===== src/rtl/wmag_pkg.sv =====
package wmag_pkg;

    typedef enum logic [1:0] {
        ST_IDLE = 2'd0,
        ST_RUN  = 2'd1,
        ST_DONE = 2'd2
    } wmag_state_e;

    // One modular addition for operands that are already below the window.
    function automatic int unsigned wrap_add(input int unsigned a,
                                             input int unsigned b,
                                             input int unsigned win);
        int unsigned s;
        s = a + b;
        return (s >= win) ? (s - win) : s;
    endfunction

endpackage


===== src/rtl/wmag_ctrl.sv =====
module wmag_ctrl
    import wmag_pkg::*;
(
    input  logic        clk,
    input  logic        rst_n,
    input  logic        start,
    input  logic        fire,
    input  logic        last,
    output wmag_state_e state,
    output logic        valid,
    output logic        done,
    output logic        load
);

    wmag_state_e state_d;

    // State register
    always_ff @(posedge clk or negedge rst_n) begin
        if (!rst_n) begin
            state <= ST_IDLE;
        end else begin
            state <= state_d;
        end
    end

    // Next state
    always_comb begin
        state_d = state;
        unique case (state)
            ST_IDLE: if (start)        state_d = ST_RUN;   // launch
            ST_RUN:  if (fire && last) state_d = ST_DONE;  // finish
            ST_DONE:                   state_d = ST_IDLE;  // retire
            default:                   state_d = ST_IDLE;
        endcase
    end

    // Outputs
    always_comb begin
        valid = 1'b0;
        done  = 1'b0;
        load  = 1'b0;
        unique case (state)
            ST_IDLE: load  = start;
            ST_RUN:  valid = 1'b1;
            ST_DONE: done  = 1'b1;
            default: ;
        endcase
    end

    AST_LAUNCH_FROM_IDLE: assert property (@(posedge clk) disable iff (!rst_n)
        (state == ST_IDLE && start) |=> valid);
    AST_DONE_AFTER_LAST: assert property (@(posedge clk) disable iff (!rst_n)
        (valid && fire && last) |=> (done && !valid));
    AST_DONE_ONE_CYCLE: assert property (@(posedge clk) disable iff (!rst_n)
        done |=> (!done && !valid));
    AST_START_IGNORED_BUSY: assert property (@(posedge clk) disable iff (!rst_n)
        (valid && !(fire && last)) |=> (valid && !done));

endmodule


===== src/rtl/wmag_idx.sv =====
module wmag_idx #(
    parameter int unsigned LO = 0,
    parameter int unsigned HI = 9,
    parameter int unsigned W  = 4
) (
    input  logic         clk,
    input  logic         rst_n,
    input  logic         load,
    input  logic         step,
    output logic [W-1:0] val,
    output logic         at_hi
);

    localparam logic [W-1:0] LO_V = W'(LO);
    localparam logic [W-1:0] HI_V = W'(HI);

    assign at_hi = (val == HI_V);

    always_ff @(posedge clk or negedge rst_n) begin
        if (!rst_n) begin
            val <= LO_V;
        end else if (load) begin
            val <= LO_V;
        end else if (step) begin
            val <= at_hi ? LO_V : (val + W'(1));
        end
    end

    AST_IDX_IN_RANGE: assert property (@(posedge clk) disable iff (!rst_n)
        (val >= LO_V) && (val <= HI_V));

endmodule


===== src/rtl/wmag_term.sv =====
module wmag_term
    import wmag_pkg::*;
#(
    parameter int unsigned COEF_OUT = 20,
    parameter int unsigned COEF_IN  = 2,
    parameter int unsigned WIN      = 78,
    parameter int unsigned INIT_X   = 0,
    parameter int unsigned INIT_Y   = 0,
    parameter int unsigned RW       = 7
) (
    input  logic          clk,
    input  logic          rst_n,
    input  logic          load,
    input  logic          step,
    input  logic          wrap_in,
    output logic [RW-1:0] rem
);

    localparam int unsigned INIT_RUN = (INIT_X + INIT_Y) % WIN;

    logic [RW-1:0] tx_q;
    logic [RW-1:0] tx_next;
    logic [RW-1:0] run_next_in;
    logic [RW-1:0] run_next_wrap;

    // Outer term advanced by its coefficient, folded once
    assign tx_next       = RW'(wrap_add(int'(tx_q), COEF_OUT, WIN));
    // Inner step of the running remainder
    assign run_next_in   = RW'(wrap_add(int'(rem), COEF_IN, WIN));
    // Remainder rebuilt from the new outer term when the inner index wraps
    assign run_next_wrap = RW'(wrap_add(int'(tx_next), INIT_Y, WIN));

    always_ff @(posedge clk or negedge rst_n) begin
        if (!rst_n) begin
            tx_q <= '0;
            rem  <= '0;
        end else if (load) begin
            tx_q <= RW'(INIT_X);
            rem  <= RW'(INIT_RUN);
        end else if (step) begin
            if (wrap_in) begin
                tx_q <= tx_next;
                rem  <= run_next_wrap;
            end else begin
                rem  <= run_next_in;
            end
        end
    end

    AST_REM_BELOW_WIN: assert property (@(posedge clk) disable iff (!rst_n)
        int'(rem) < WIN);
    AST_OUTER_BELOW_WIN: assert property (@(posedge clk) disable iff (!rst_n)
        int'(tx_q) < WIN);

endmodule


===== src/rtl/wmod_addr_gen.sv =====
module wmod_addr_gen
    import wmag_pkg::*;
#(
    parameter int unsigned MEM_WORDS = 334,
    parameter int unsigned OUT_LO    = 0,
    parameter int unsigned OUT_HI    = 9,
    parameter int unsigned IN_LO     = 0,
    parameter int unsigned IN_HI     = 19,
    parameter int unsigned COEF_OUT  = 20,
    parameter int unsigned COEF_IN   = 2,
    parameter int unsigned WIN       = 78,
    parameter int unsigned BASE      = 134,
    localparam int unsigned AW       = $clog2(MEM_WORDS),
    localparam int unsigned XW       = $clog2(OUT_HI + 2),
    localparam int unsigned YW       = $clog2(IN_HI + 2)
) (
    input  logic          clk,
    input  logic          rst_n,
    input  logic          start,
    input  logic          ready,
    output logic          valid,
    output logic [AW-1:0] addr,
    output logic [XW-1:0] idx_out,
    output logic [YW-1:0] idx_in,
    output logic          done
);

    localparam int unsigned RW     = $clog2(WIN + 1);
    localparam int unsigned INIT_X = (COEF_OUT * OUT_LO) % WIN;
    localparam int unsigned INIT_Y = (COEF_IN * IN_LO) % WIN;
    localparam logic [AW-1:0] BASE_A = AW'(BASE);

    wmag_state_e   state;
    logic          load;
    logic          fire;
    logic          x_hi;
    logic          y_hi;
    logic          last;
    logic [RW-1:0] rem;

    assign fire = valid & ready;
    assign last = x_hi & y_hi;

    wmag_ctrl u_ctrl (
        .clk   (clk),
        .rst_n (rst_n),
        .start (start),
        .fire  (fire),
        .last  (last),
        .state (state),
        .valid (valid),
        .done  (done),
        .load  (load)
    );

    wmag_idx #(.LO(IN_LO), .HI(IN_HI), .W(YW)) u_idx_in (
        .clk   (clk),
        .rst_n (rst_n),
        .load  (load),
        .step  (fire),
        .val   (idx_in),
        .at_hi (y_hi)
    );

    wmag_idx #(.LO(OUT_LO), .HI(OUT_HI), .W(XW)) u_idx_out (
        .clk   (clk),
        .rst_n (rst_n),
        .load  (load),
        .step  (fire & y_hi),
        .val   (idx_out),
        .at_hi (x_hi)
    );

    wmag_term #(
        .COEF_OUT (COEF_OUT),
        .COEF_IN  (COEF_IN),
        .WIN      (WIN),
        .INIT_X   (INIT_X),
        .INIT_Y   (INIT_Y),
        .RW       (RW)
    ) u_term (
        .clk     (clk),
        .rst_n   (rst_n),
        .load    (load),
        .step    (fire),
        .wrap_in (y_hi),
        .rem     (rem)
    );

    assign addr = BASE_A + AW'(rem);

    AST_ADDR_IN_WINDOW: assert property (@(posedge clk) disable iff (!rst_n)
        valid |-> (int'(addr) >= BASE) && (int'(addr) < BASE + WIN));
    AST_HOLD_ON_STALL: assert property (@(posedge clk) disable iff (!rst_n)
        (valid && !ready) |=> (valid && $stable(addr) && $stable(idx_out) && $stable(idx_in)));
    AST_FIRST_ELEMENT: assert property (@(posedge clk) disable iff (!rst_n)
        load |=> (int'(idx_out) == OUT_LO) && (int'(idx_in) == IN_LO));
    AST_DONE_NOT_VALID: assert property (@(posedge clk) disable iff (!rst_n)
        done |-> !valid);

endmodule


===== config.mk =====
export PLATFORM = sky130hd
export DESIGN_NAME = wmod_addr_gen
export DESIGN_NICKNAME = d
export VERILOG_FILES = /design/src/rtl/wmag_pkg.sv /design/src/rtl/wmag_ctrl.sv /design/src/rtl/wmag_idx.sv /design/src/rtl/wmag_term.sv /design/src/rtl/wmod_addr_gen.sv
export SDC_FILE = /design/constraint.sdc
export NUM_CORES = 1
export LEC_CHECK = 0
export ABC_AREA = 1
export CAP_MARGIN = 10
export CORE_ASPECT_RATIO = 1.25
export CORE_MARGIN = 2
export CORE_UTILIZATION = 64
export CTS_CLUSTER_SIZE = 40
export DETAILED_ROUTE_END_ITERATION = 12
export DONT_BUFFER_PORTS = 1
export GPL_TIMING_DRIVEN = 0
export MAX_ROUTING_LAYER = met4
export PLACE_DENSITY = 0.8
export SYNTH_ARGS = -nofsm -noshare
export SYNTH_HDL_FRONTEND = slang
export SYNTH_HIERARCHICAL = 1
export SYNTH_SLANG_ARGS = --single-unit

===== constraint.sdc =====
create_clock -name clk -period 3 [get_ports clk]
set_input_delay 0.3 -clock clk [delete_from_list [all_inputs] [get_ports clk]]
set_output_delay 0.3 -clock clk [all_outputs]
set_load 0.05 [all_outputs]

==> impl_metrics.json, run 1 <==
{
  "status": "finished, final reports clean",
  "drive_gt1_share_pct": 14.2,
  "vias": 1883,
  "clock-sinks": 24,
  "grt_pass1_vias": 1701,
  "fp.dieH_um": 68.6,
  "cp-startpoint": "u_term/rem[1]$_DFFE_PN0P_",
  "fin_area_um2": 2230,
  "reg2reg_slack_ns": 0.59,
  "nNetsFinal": 333,
  "dieArea_um2": 3820,
  "min_from": "start",
  "worstPathRequired_ns": 2.70,
  "place_area_um2": 2180,
  "clock.fmax_mhz": 389,
  "yosysSeqAreaShare_pct": 28.1,
  "pre_cts_ws_ns": 0.589,
  "multi_input_area_um2": 1340,
  "p_total_mw": 1.93,
  "regArea_um2": 601,
  "timing.final.ws_setup_ns": 0.427,
  "clk_latency_ns": 0.25,
  "start_kind": "flop",
  "clk_pin_slew_ns": 0.08,
  "core_um2": 3190,
  "max_cap_violations": 0,
  "hpwl_um": 3130,
  "synthToLayoutAreaGrowth_pct": 4.57,
  "drc": 0,
  "synth-async-reset-ratio_pct": 100,
  "clockRootBuffer": "clkbuf_8",
  "fp-row-count": 23,
  "yosys_warnings": 6,
  "grt_max_degree": 25,
  "synth_cell_types": 28,
  "power_density_nw_per_um2": 863,
  "start_util_pct": 66.9,
  "fin_skew_ns": 0.000748,
  "antenna_left": 0,
  "final_common_cell": "nand2_1",
  "critPathMaxFanout": 8,
  "antenna_cells": 0,
  "ys_seq_elements": 24,
  "synthFlopType": "dfrtp_1",
  "via_per_inst": 5.32,
  "syn_area_um2": 2140,
  "tightest_slew_ns": 1.11,
  "grt_pass1_wl_um": 7020,
  "cts_buffer_depth": 2,
  "end_kind": "primary output",
  "grtUsageTotal_pct": 23.2,
  "layout_common_cells": "89 x nand2_1, 46 x inv_1, 35 x nand3_1",
  "worstSetupPathType": "reg -> out",
  "instances_no_fill": 354,
  "hold_violations": 0,
  "gp_congestion": 0.908,
  "fin_setup_tns_ns": 0,
  "synth_fp_nets": 327,
  "syn_area_per_cell_um2": 6.82,
  "p_leak_nw": 1.19,
  "cts_tree": "yes",
  "synth_edf_count": 0,
  "rsz0062_at_grt": "no",
  "drt_iter0_drc": 65,
  "htreeDepth": 1,
  "slew_headroom_pct": 25.8,
  "worstReg2RegStart": "u_term/tx_q[3]$_DFFE_PN0P_",
  "ioPinCount": 24,
  "grt.overflow.total": 0,
  "report.final.slew_viol_count": 0,
  "routed_wl_um": 4050,
  "wl_per_cell_um": 11.4,
  "finalCritPeriodShare_pct": 85.8,
  "setup_viol": 0,
  "die_width_um": 55.7,
  "placement.io_buffers": 0,
  "period_needed_ns": 2.57,
  "antenna_found_initial": 0,
  "place_inst": 350,
  "netlist_instances": 313,
  "cts_buffers": 3,
  "cp_data_arrival_time_ns": 2.27,
  "first_pass_iters": 4,
  "fillerInstances": 292,
  "peakVddDrop_mv": 0.662,
  "min_path_type": "in -> reg"
}
path summary, 6_finish.rpt:
| path | end | cells after the start |
|---|---|---|
| setup / recovery | addr[3] | 3 |
| hold reg to reg | u_ctrl/state[1]$_DFFE_PN0P_ | 1 |
| min in group asynchronous | u_idx_out/val[0]$_DFFE_PN0P_ | 1 |
| hold / removal | u_ctrl/state[0]$_DFFE_PN0P_ | 2 |
| setup reg to reg | u_term/rem[4]$_DFFE_PN0P_ | 20 |
| max in group asynchronous | u_term/rem[3]$_DFFE_PN0P_ | 1 |
synthesized netlist by cell type (all sizes together) (3+ instances only):
| master | number | area [um^2] |
|---|---|---|
| nand4 | 5 | 31.3 |
| o22ai | 4 | 25.0 |
| inv | 49 | 184 |
| nand2 | 110 | 528 |
| ha | 10 | 125 |
| o21ai | 7 | 50.1 |
| dfrtp | 24 | 601 |
| nand3 | 40 | 225 |
| xor2 | 6 | 52.6 |
| o21bai | 4 | 30.0 |
| nor3 | 3 | 25.0 |
| a21oi | 10 | 50.1 |
| nor2 | 35 | 161 |
per-layer routing:
metal	GRT usage [%]	routed length, um
met2	39.6	1980
met5	-	0
met1	30.1	1950
met3	1.87	89
met4	6.40	28
repair_timing:
item,CTS,global route
setup buffers,0,0
endpoints found under the setup margin,0,0
hold buffers,1,0
resized for setup,0,0
hold endpoints to repair,24,0
logic make-up (layout without fill, tap and decap cells):
| family | after synthesis | after routing | share of synthesized area, % |
|---|---|---|---|
| AOI/OAI and AO/OA | 26 | 26 | 7.62 |
| xor gates and xnor gates | 8 | 8 | 3.28 |
| adders and majority gates | 10 | 10 | 5.86 |
| buffers and inverters | 51 | 55 | 9.31 |
| DFF | 24 | 24 | 28.1 |
| and+or+nand+nor | 194 | 194 | 45.8 |
area by class of cell:
type                            instances  share of cell area [%]
Inverter                               50                    8.40
Multi-Input combinational cell        238                    59.8
Sequential cell                        24                    26.9
Clock buffer                            3                    1.85
Buffer                                  1                   0.504
Tap cell                               37                    2.07
Timing Repair Buffer                    1                   0.448
power by group:
| group | switching, mW | internal [mW] |
|---|---|---|
| Combinational | 0.743 | 0.316 |
| Clock | 0.0903 | 0.0894 |
| Sequential | 0.281 | 0.407 |
stage by stage:
stage	utilization (%)	hold slack (ns)
after detailed placement	68.3	0.00473
final	69.9	0.181
after floorplan	-	0.00441
after CTS	69.9	0.180
after global placement	68.3	0.00479
after global routing	69.9	0.198
flip-flops by register name (all words and copies together), names as in the netlist:
register and count:
u_term/rem 7, u_term/tx_q 6, u_idx_in/val 5, u_idx_out/val 4
u_ctrl/state 2
worst max-delay path, stage by stage, from the launching register on:
cell and delay, ns:
dfrtp_1 0.50, inv_1 0.31, ha_1 0.33, xnor2_1 0.87
Note: power is estimated with default switching activity, not from simulation.
==> run 2, diff against run 1 <==
CTS_CLUSTER_DIAMETER = 30   (was default)
==> results of run 2 <==
Final layout, timing and power as in run 1 (identical DEF).
